--- config.mk ---
export PLATFORM = sky130hd
export DESIGN_NAME = spec_arb
export DESIGN_NICKNAME = d
export VERILOG_FILES = /design/src/rtl/arb_pkg.sv /design/src/rtl/arb_pick.sv /design/src/rtl/arb_lookup.sv /design/src/rtl/arb_task_scan.sv /design/src/rtl/spec_arb.sv
export SDC_FILE = /design/constraint.sdc
export NUM_CORES = 2
export LEC_CHECK = 0
export BUFFER_PORTS_ARGS = -buffer_cell sky130_fd_sc_hd__buf_2
export CAP_MARGIN = 20
export CORE_MARGIN = 3
export CORE_UTILIZATION = 45
export CTS_CLUSTER_SIZE = 12
export DETAILED_ROUTE_END_ITERATION = 10
export GPL_TIMING_DRIVEN = 0
export SYNTH_ARGS = -nofsm -noshare
export SYNTH_HDL_FRONTEND = slang
export SYNTH_SLANG_ARGS = --single-unit
--- constraint.sdc ---
create_clock -name clk -period 4.9 [get_ports clk]
set_input_delay 0 -clock clk [delete_from_list [all_inputs] [get_ports clk]]
set_output_delay 0 -clock clk [all_outputs]
set_load 0.005 [all_outputs]
--- src/rtl/arb_pkg.sv ---
package arb_pkg;
    typedef enum logic [0:0] {
        ST_IDLE  = 1'b0,
        ST_DRAIN = 1'b1
    } arb_state_e;
endpackage

--- src/rtl/arb_pick.sv ---
// Lowest-index set bit of a vector.
module arb_pick #(
    parameter int N = 8,
    localparam int IW = (N > 1) ? $clog2(N) : 1
) (
    input  logic [N-1:0]  vec,
    output logic          any,
    output logic [IW-1:0] idx
);
    always_comb begin
        any = 1'b0;
        idx = '0;
        for (int i = N - 1; i >= 0; i--) begin
            if (vec[i]) begin
                any = 1'b1;
                idx = IW'(i);
            end
        end
    end
endmodule

--- src/rtl/arb_lookup.sv ---
// Fully associative tag match plus free-slot search.
module arb_lookup #(
    parameter int ENTRIES = 8,
    parameter int AW      = 8,
    localparam int IW = (ENTRIES > 1) ? $clog2(ENTRIES) : 1
) (
    input  logic [ENTRIES-1:0][AW-1:0] tags,
    input  logic [ENTRIES-1:0]         used,
    input  logic [AW-1:0]              addr,
    output logic                       hit,
    output logic [IW-1:0]              hit_idx,
    output logic                       free_any,
    output logic [IW-1:0]              free_idx
);
    logic [ENTRIES-1:0] match;

    for (genvar e = 0; e < ENTRIES; e++) begin : g_cmp
        assign match[e] = used[e] && (tags[e] == addr);
    end

    arb_pick #(.N(ENTRIES)) u_hit  (.vec(match), .any(hit),      .idx(hit_idx));
    arb_pick #(.N(ENTRIES)) u_free (.vec(~used), .any(free_any), .idx(free_idx));
endmodule

--- src/rtl/arb_task_scan.sv ---
// Picks the forwarding source and the violated task from per-task bits.
module arb_task_scan #(
    parameter int TASKS = 4,
    localparam int TW = (TASKS > 1) ? $clog2(TASKS) : 1
) (
    input  logic [TASKS-1:0] ld_bits,
    input  logic [TASKS-1:0] st_bits,
    input  logic [TW-1:0]    task_id,
    output logic             fwd_hit,
    output logic [TW-1:0]    fwd_task,
    output logic             viol_hit,
    output logic [TW-1:0]    viol_task
);
    always_comb begin
        fwd_hit  = 1'b0;
        fwd_task = '0;
        for (int m = 0; m < TASKS; m++) begin
            if (m <= int'(task_id) && st_bits[m]) begin
                fwd_hit  = 1'b1;
                fwd_task = TW'(m);
            end
        end
    end

    always_comb begin
        logic stop;
        stop      = 1'b0;
        viol_hit  = 1'b0;
        viol_task = '0;
        for (int m = 0; m < TASKS; m++) begin
            if (!stop && m > int'(task_id)) begin
                if (ld_bits[m]) begin
                    viol_hit  = 1'b1;
                    viol_task = TW'(m);
                    stop      = 1'b1;
                end else if (st_bits[m]) begin
                    stop = 1'b1;
                end
            end
        end
    end
endmodule

--- src/rtl/spec_arb.sv ---
module spec_arb #(
    parameter int ENTRIES = 8,
    parameter int TASKS   = 4,
    parameter int AW      = 8,
    parameter int DW      = 16,
    localparam int TW = (TASKS > 1) ? $clog2(TASKS) : 1,
    localparam int IW = (ENTRIES > 1) ? $clog2(ENTRIES) : 1
) (
    input  logic          clk,
    input  logic          rst_n,
    input  logic          req_valid,
    input  logic          req_write,
    input  logic [TW-1:0] req_task,
    input  logic [AW-1:0] req_addr,
    input  logic [DW-1:0] req_wdata,
    output logic          req_ready,
    output logic          rsp_valid,
    output logic [DW-1:0] rsp_data,
    output logic          viol_valid,
    output logic [TW-1:0] viol_task,
    input  logic          commit_valid,
    input  logic [TW-1:0] commit_task,
    input  logic          squash_valid,
    input  logic [TW-1:0] squash_task,
    output logic          commit_done,
    output logic [AW-1:0] mem_rd_addr,
    input  logic [DW-1:0] mem_rd_data,
    output logic          mem_wr_en,
    output logic [AW-1:0] mem_wr_addr,
    output logic [DW-1:0] mem_wr_data
);
    import arb_pkg::*;

    arb_state_e state_q, state_d;

    logic [ENTRIES-1:0][AW-1:0] tag_q;
    logic [TASKS-1:0]           ld_q  [ENTRIES];
    logic [TASKS-1:0]           st_q  [ENTRIES];
    logic [DW-1:0]              dat_q [ENTRIES][TASKS];
    logic [TW-1:0]              ctask_q;

    logic [ENTRIES-1:0] used, pend;
    logic               hit, free_any, pend_any;
    logic [IW-1:0]      hit_idx, free_idx, drain_idx, slot;
    logic [TASKS-1:0]   hit_ld, hit_st;
    logic               fwd_hit, scan_viol;
    logic [TW-1:0]      fwd_task, scan_viol_task;
    logic               accept;

    always_comb begin
        for (int e = 0; e < ENTRIES; e++) begin
            used[e] = (|ld_q[e]) || (|st_q[e]);
            pend[e] = st_q[e][ctask_q];
        end
    end

    arb_lookup #(.ENTRIES(ENTRIES), .AW(AW)) u_lookup (
        .tags(tag_q), .used(used), .addr(req_addr),
        .hit(hit), .hit_idx(hit_idx), .free_any(free_any), .free_idx(free_idx)
    );

    assign hit_ld = hit ? ld_q[hit_idx] : '0;
    assign hit_st = hit ? st_q[hit_idx] : '0;
    assign slot   = hit ? hit_idx : free_idx;

    arb_task_scan #(.TASKS(TASKS)) u_scan (
        .ld_bits(hit_ld), .st_bits(hit_st), .task_id(req_task),
        .fwd_hit(fwd_hit), .fwd_task(fwd_task),
        .viol_hit(scan_viol), .viol_task(scan_viol_task)
    );

    arb_pick #(.N(ENTRIES)) u_drain (.vec(pend), .any(pend_any), .idx(drain_idx));

    // Next state
    always_comb begin
        state_d = state_q;
        unique case (state_q)
            ST_IDLE:  if (!squash_valid && commit_valid) state_d = ST_DRAIN;
            ST_DRAIN: if (!pend_any) state_d = ST_IDLE;
            default:  state_d = ST_IDLE;
        endcase
    end

    // State register
    always_ff @(posedge clk) begin
        if (!rst_n) state_q <= ST_IDLE;
        else        state_q <= state_d;
    end

    // Outputs
    always_comb begin
        req_ready   = 1'b0;
        mem_wr_en   = 1'b0;
        mem_wr_addr = tag_q[drain_idx];
        mem_wr_data = dat_q[drain_idx][ctask_q];
        commit_done = 1'b0;
        mem_rd_addr = req_addr;
        unique case (state_q)
            ST_IDLE:  req_ready = !squash_valid && !commit_valid && (hit || free_any);
            ST_DRAIN: begin
                mem_wr_en   = pend_any;
                commit_done = !pend_any;
            end
            default: ;
        endcase
    end

    assign accept = req_valid && req_ready;

    // Buffer contents and registered responses
    always_ff @(posedge clk) begin
        if (!rst_n) begin
            tag_q      <= '0;
            ctask_q    <= '0;
            rsp_valid  <= 1'b0;
            rsp_data   <= '0;
            viol_valid <= 1'b0;
            viol_task  <= '0;
            for (int e = 0; e < ENTRIES; e++) begin
                ld_q[e] <= '0;
                st_q[e] <= '0;
                for (int t = 0; t < TASKS; t++) dat_q[e][t] <= '0;
            end
        end else begin
            rsp_valid  <= 1'b0;
            viol_valid <= 1'b0;
            unique case (state_q)
                ST_IDLE: begin
                    if (squash_valid) begin
                        for (int e = 0; e < ENTRIES; e++) begin
                            ld_q[e][squash_task] <= 1'b0;
                            st_q[e][squash_task] <= 1'b0;
                        end
                    end else if (commit_valid) begin
                        ctask_q <= commit_task;
                    end else if (accept) begin
                        tag_q[slot] <= req_addr;
                        if (req_write) begin
                            st_q[slot][req_task]  <= 1'b1;
                            dat_q[slot][req_task] <= req_wdata;
                            viol_valid            <= scan_viol;
                            viol_task             <= scan_viol_task;
                        end else begin
                            ld_q[slot][req_task] <= 1'b1;
                            rsp_valid            <= 1'b1;
                            rsp_data             <= fwd_hit ? dat_q[hit_idx][fwd_task]
                                                            : mem_rd_data;
                        end
                    end
                end
                ST_DRAIN: begin
                    if (pend_any) begin
                        st_q[drain_idx][ctask_q] <= 1'b0;
                    end else begin
                        for (int e = 0; e < ENTRIES; e++) ld_q[e][ctask_q] <= 1'b0;
                    end
                end
                default: ;
            endcase
        end
    end
endmodule

==> summary.md <==
| Metric | Value |
|---|---|
| Largest net degree at the start of global routing | `17` |
| GP Congestion | `1.10` |
| ANT nets after route | `0` |
| Post-route cell area | `44100 sq um` |
| Routing usage on met2 | `56.5%` |
| CTS tree | `built` |
| Placement Rows | `105` |
| Ys flop type | `edfxtp_1` |
| Fmax | `195 MHz` |
| CORE AREA | `82200 sq um` |
| Crit Path Category | `flip-flop to flip-flop` |
| Synthesized cell area | `37500 sq um` |
| Post-synth top area share | `43.6%` |
| Status | `complete, but fails checks` |
| Met3 GRT Util | `13.9%` |
| RSZ-0062 raised after global routing | `true` |
| EDFF count, synth | `544` |
| Most common cell after layout, fill and taps aside | `mux2i_1` |
| Total CTS buffers | `78` |
| Vias per cell | `6.61` |
| CP arrival | `5.65 ns` |
| Tot GR Track Use | `39.6%` |
| Routed via count | `31100` |
| Post-Synthesis Cells | `3264` |
| Sink Count | `663` |
| Number of global-route vias before repair | `29800` |
| Most frequent cells in the layout | `mux2i_1, edfxtp_1, and2_1` |
| Max cap viols | `0` |
| Placed wire-length estimate | `128 mm` |
| Failing checks | `setup timing` |
| Fillers | `7227` |
| CP startpoint kind | `flip-flop` |
| Clock-pin slew on the worst setup and hold paths | `0.06 ns` |
| Die width | `295 um` |
| Remaining Overflow, GRT | `0` |
| Slew HR | `14.6%` |
| Drt drc | `0` |
| DP Area | `40200 sq um` |
| Warning count from the yosys run | `0` |
| Worst setup EP type | `flip-flop` |
| Iteration-0 DRC Markers | `4908` |
| Unique masters post-synth | `74` |
| Max Clock Skew | `0.0379 ns` |
| H-Tree Depth | `3` |
| Clk root buf | `clkbuf_16` |
| Total wire length | `174 mm` |
| Clock buffer depth | `3` |
| Initial Util | `45.6%` |
| Reg2reg setup slack | `-0.23 ns` |
| Grt peak-use layer | `met2` |
| Max-slew violations | `0` |
| Setup violators final | `164` |
| Area Overhead vs Synth | `17.7%` |
| Leakage | `17.4 nW` |
| Post-synth ARST share | `0%` |
| Seq cells post-synth | `663` |
| Die ar. | `86800 sq um` |
| Hold Path Class | `input port to flip-flop` |
| Worst skew pair latency | `0.66 ns` |
| Syn_nets | `3316` |
| IO Port Bufs | `96` |
| Num ports | `107` |
| Final cycle utilization of the critical path | `105%` |
| First-pass iteration count of the detailed router | `8` |
| Worst Path Required | `5.42 ns` |
| First-pass GRT wire length | `237 mm` |
| Pre-CTS worst setup slack | `-1.14 ns` |
| Hold Fails Final Rpt | `0` |
| Final Critical Period | `5.13 ns` |
| Largest area contributor in the netlist | `edfxtp_1` |
| Post-synthesis sequential area ratio | `49.9%` |
| Net count, final | `3608` |
| Routed length per instance | `37.1 um` |
| Largest cells by area after synthesis | `edfxtp_1, mux2i_1, and2_1` |
| Height of the die | `295 um` |
| Crit path setup slack, layout | `-0.230 ns` |
| CP max FO | `10` |
| Pwr dens | `342 nW/um^2` |
| Worst slew pin tran | `1.28 ns` |
| Initial antenna violation count | `20` |
| Fraction of layout cells with a size suffix above 1 | `18.3%` |
| Post-Syn Area per Cell | `11.5 sq um` |
| Tightest hold margin | `0.0405 ns` |
| Global Route met1 Usage | `51.9%` |
| Peak supply drop | `289 uV` |
==> where the power goes <==
| part | internal (mW) | leakage [nW] | switching, mW |
|---|---|---|---|
| registers | 6.25 | 6.58 | 0.108 |
| clock network | 3.41 | 1.26 | 2.56 |
| logic | 0.942 | 9.56 | 1.81 |
| total | 10.6 | 17.4 | 4.48 |
==> flip-flops by register name, indices dropped and copies added (netlist names) <==
name	flops
dat_q	512
viol_task	2
viol_valid	1
ctask_q	2
state_q	1
rsp_valid	1
st_q	32
tag_q	64
ld_q	32
rsp_data	16
==> per-stage QoR <==
stage               power (mW)  instances  util (%)   TNS, ns
finish                    15.1       4698      53.7     -8.03
global route              15.3       4693      53.6     -1.12
CTS                       14.9       4683      53.3  -0.00802
detailed placement        8.96       4478      48.8   -421.66
global placement          8.84       4430      47.8  -1253.79
floorplan                 7.75       3264         -         0
==> Yosys cell counts, drive strengths merged, types with 16 or more instances <==
master    n
mux2i   642
xnor2    32
a21oi    36
o211ai   16
and3     32
o21ai   176
buf     144
nand4    17
mux4     57
a22oi    49
nor2    122
a22o     18
nand2   276
edfxtp  544
and2    515
a311oi   28
nor4     19
o21a     17
a32oi    17
nand3    40
dfxtp   119
mux2     52
clkbuf  144
xor2     32
==> final timing paths <==
kind	from	depth (start not counted)	to
max	st_q[0][1]	14	rsp_data[13]
min	squash_task[1]	3	st_q[2][3]
max reg2reg	st_q[0][1]	14	rsp_data[13]
min reg2reg	rsp_data[14]	2	rsp_data[14]
==> layer usage <==
| layer | share of wire [%] | vias up |
|---|---|---|
| li1 | - | 12500 |
| met5 | 0.16 | - |
| met4 | 7.5 | 14 |
| met2 | 41 | 2455 |
| met1 | 38 | 15500 |
| met3 | 14 | 536 |
==> logic make-up (layout without fill, tap and decap cells) <==
kind of cell / Yosys count / count (layout) / share of synthesized area [%]
flip-flops: 663 / 663 / 49.9
multiplexers: 751 / 751 / 22.1
XOR/XNOR: 64 / 64 / 1.52
AND/OR/NAND/NOR: 1064 / 1064 / 15.2
AO/OA/AOI/OAI: 421 / 421 / 7.55
buffers and inverters: 301 / 656 / 3.66
other: 0 / 9 / 0
==> final cells by class <==
type	instances	area [sq um]	area share, %
antenna	9	22.5	0.0510
buffer	286	1550	3.50
clock buffer	102	2140	4.85
clock inverter	41	403	0.913
inverter	13	48.8	0.111
multi-input combinational	2300	17900	40.6
sequential	663	18700	42.4
tap	1070	1340	3.03
timing repair buffer	214	2010	4.56
==> what timing repair did <==
action	4_1_cts	5_1_grt
endpoints found under the setup margin	945	591
hold buffers	52	0
endpoints found under the hold margin	95	0
buffers inserted	10	2
resized for setup	151	88
pin swaps	7	1
==> worst max-delay path: stages, from the launching register on <==
cell	delay, ns
edfxtp_1	0.44
or4_4	0.61
nor2_2	0.26
nor3_2	0.16
nand2b_1	0.32
a21oi_4	0.35
buf_6	0.28
buf_4	0.31
buf_2	0.53
mux2i_1	0.26
mux2i_1	0.09
mux2_2	0.28
a22oi_1	0.43
nand3_1	0.34
a22o_1	0.28
(Power assumes the default switching activity.)
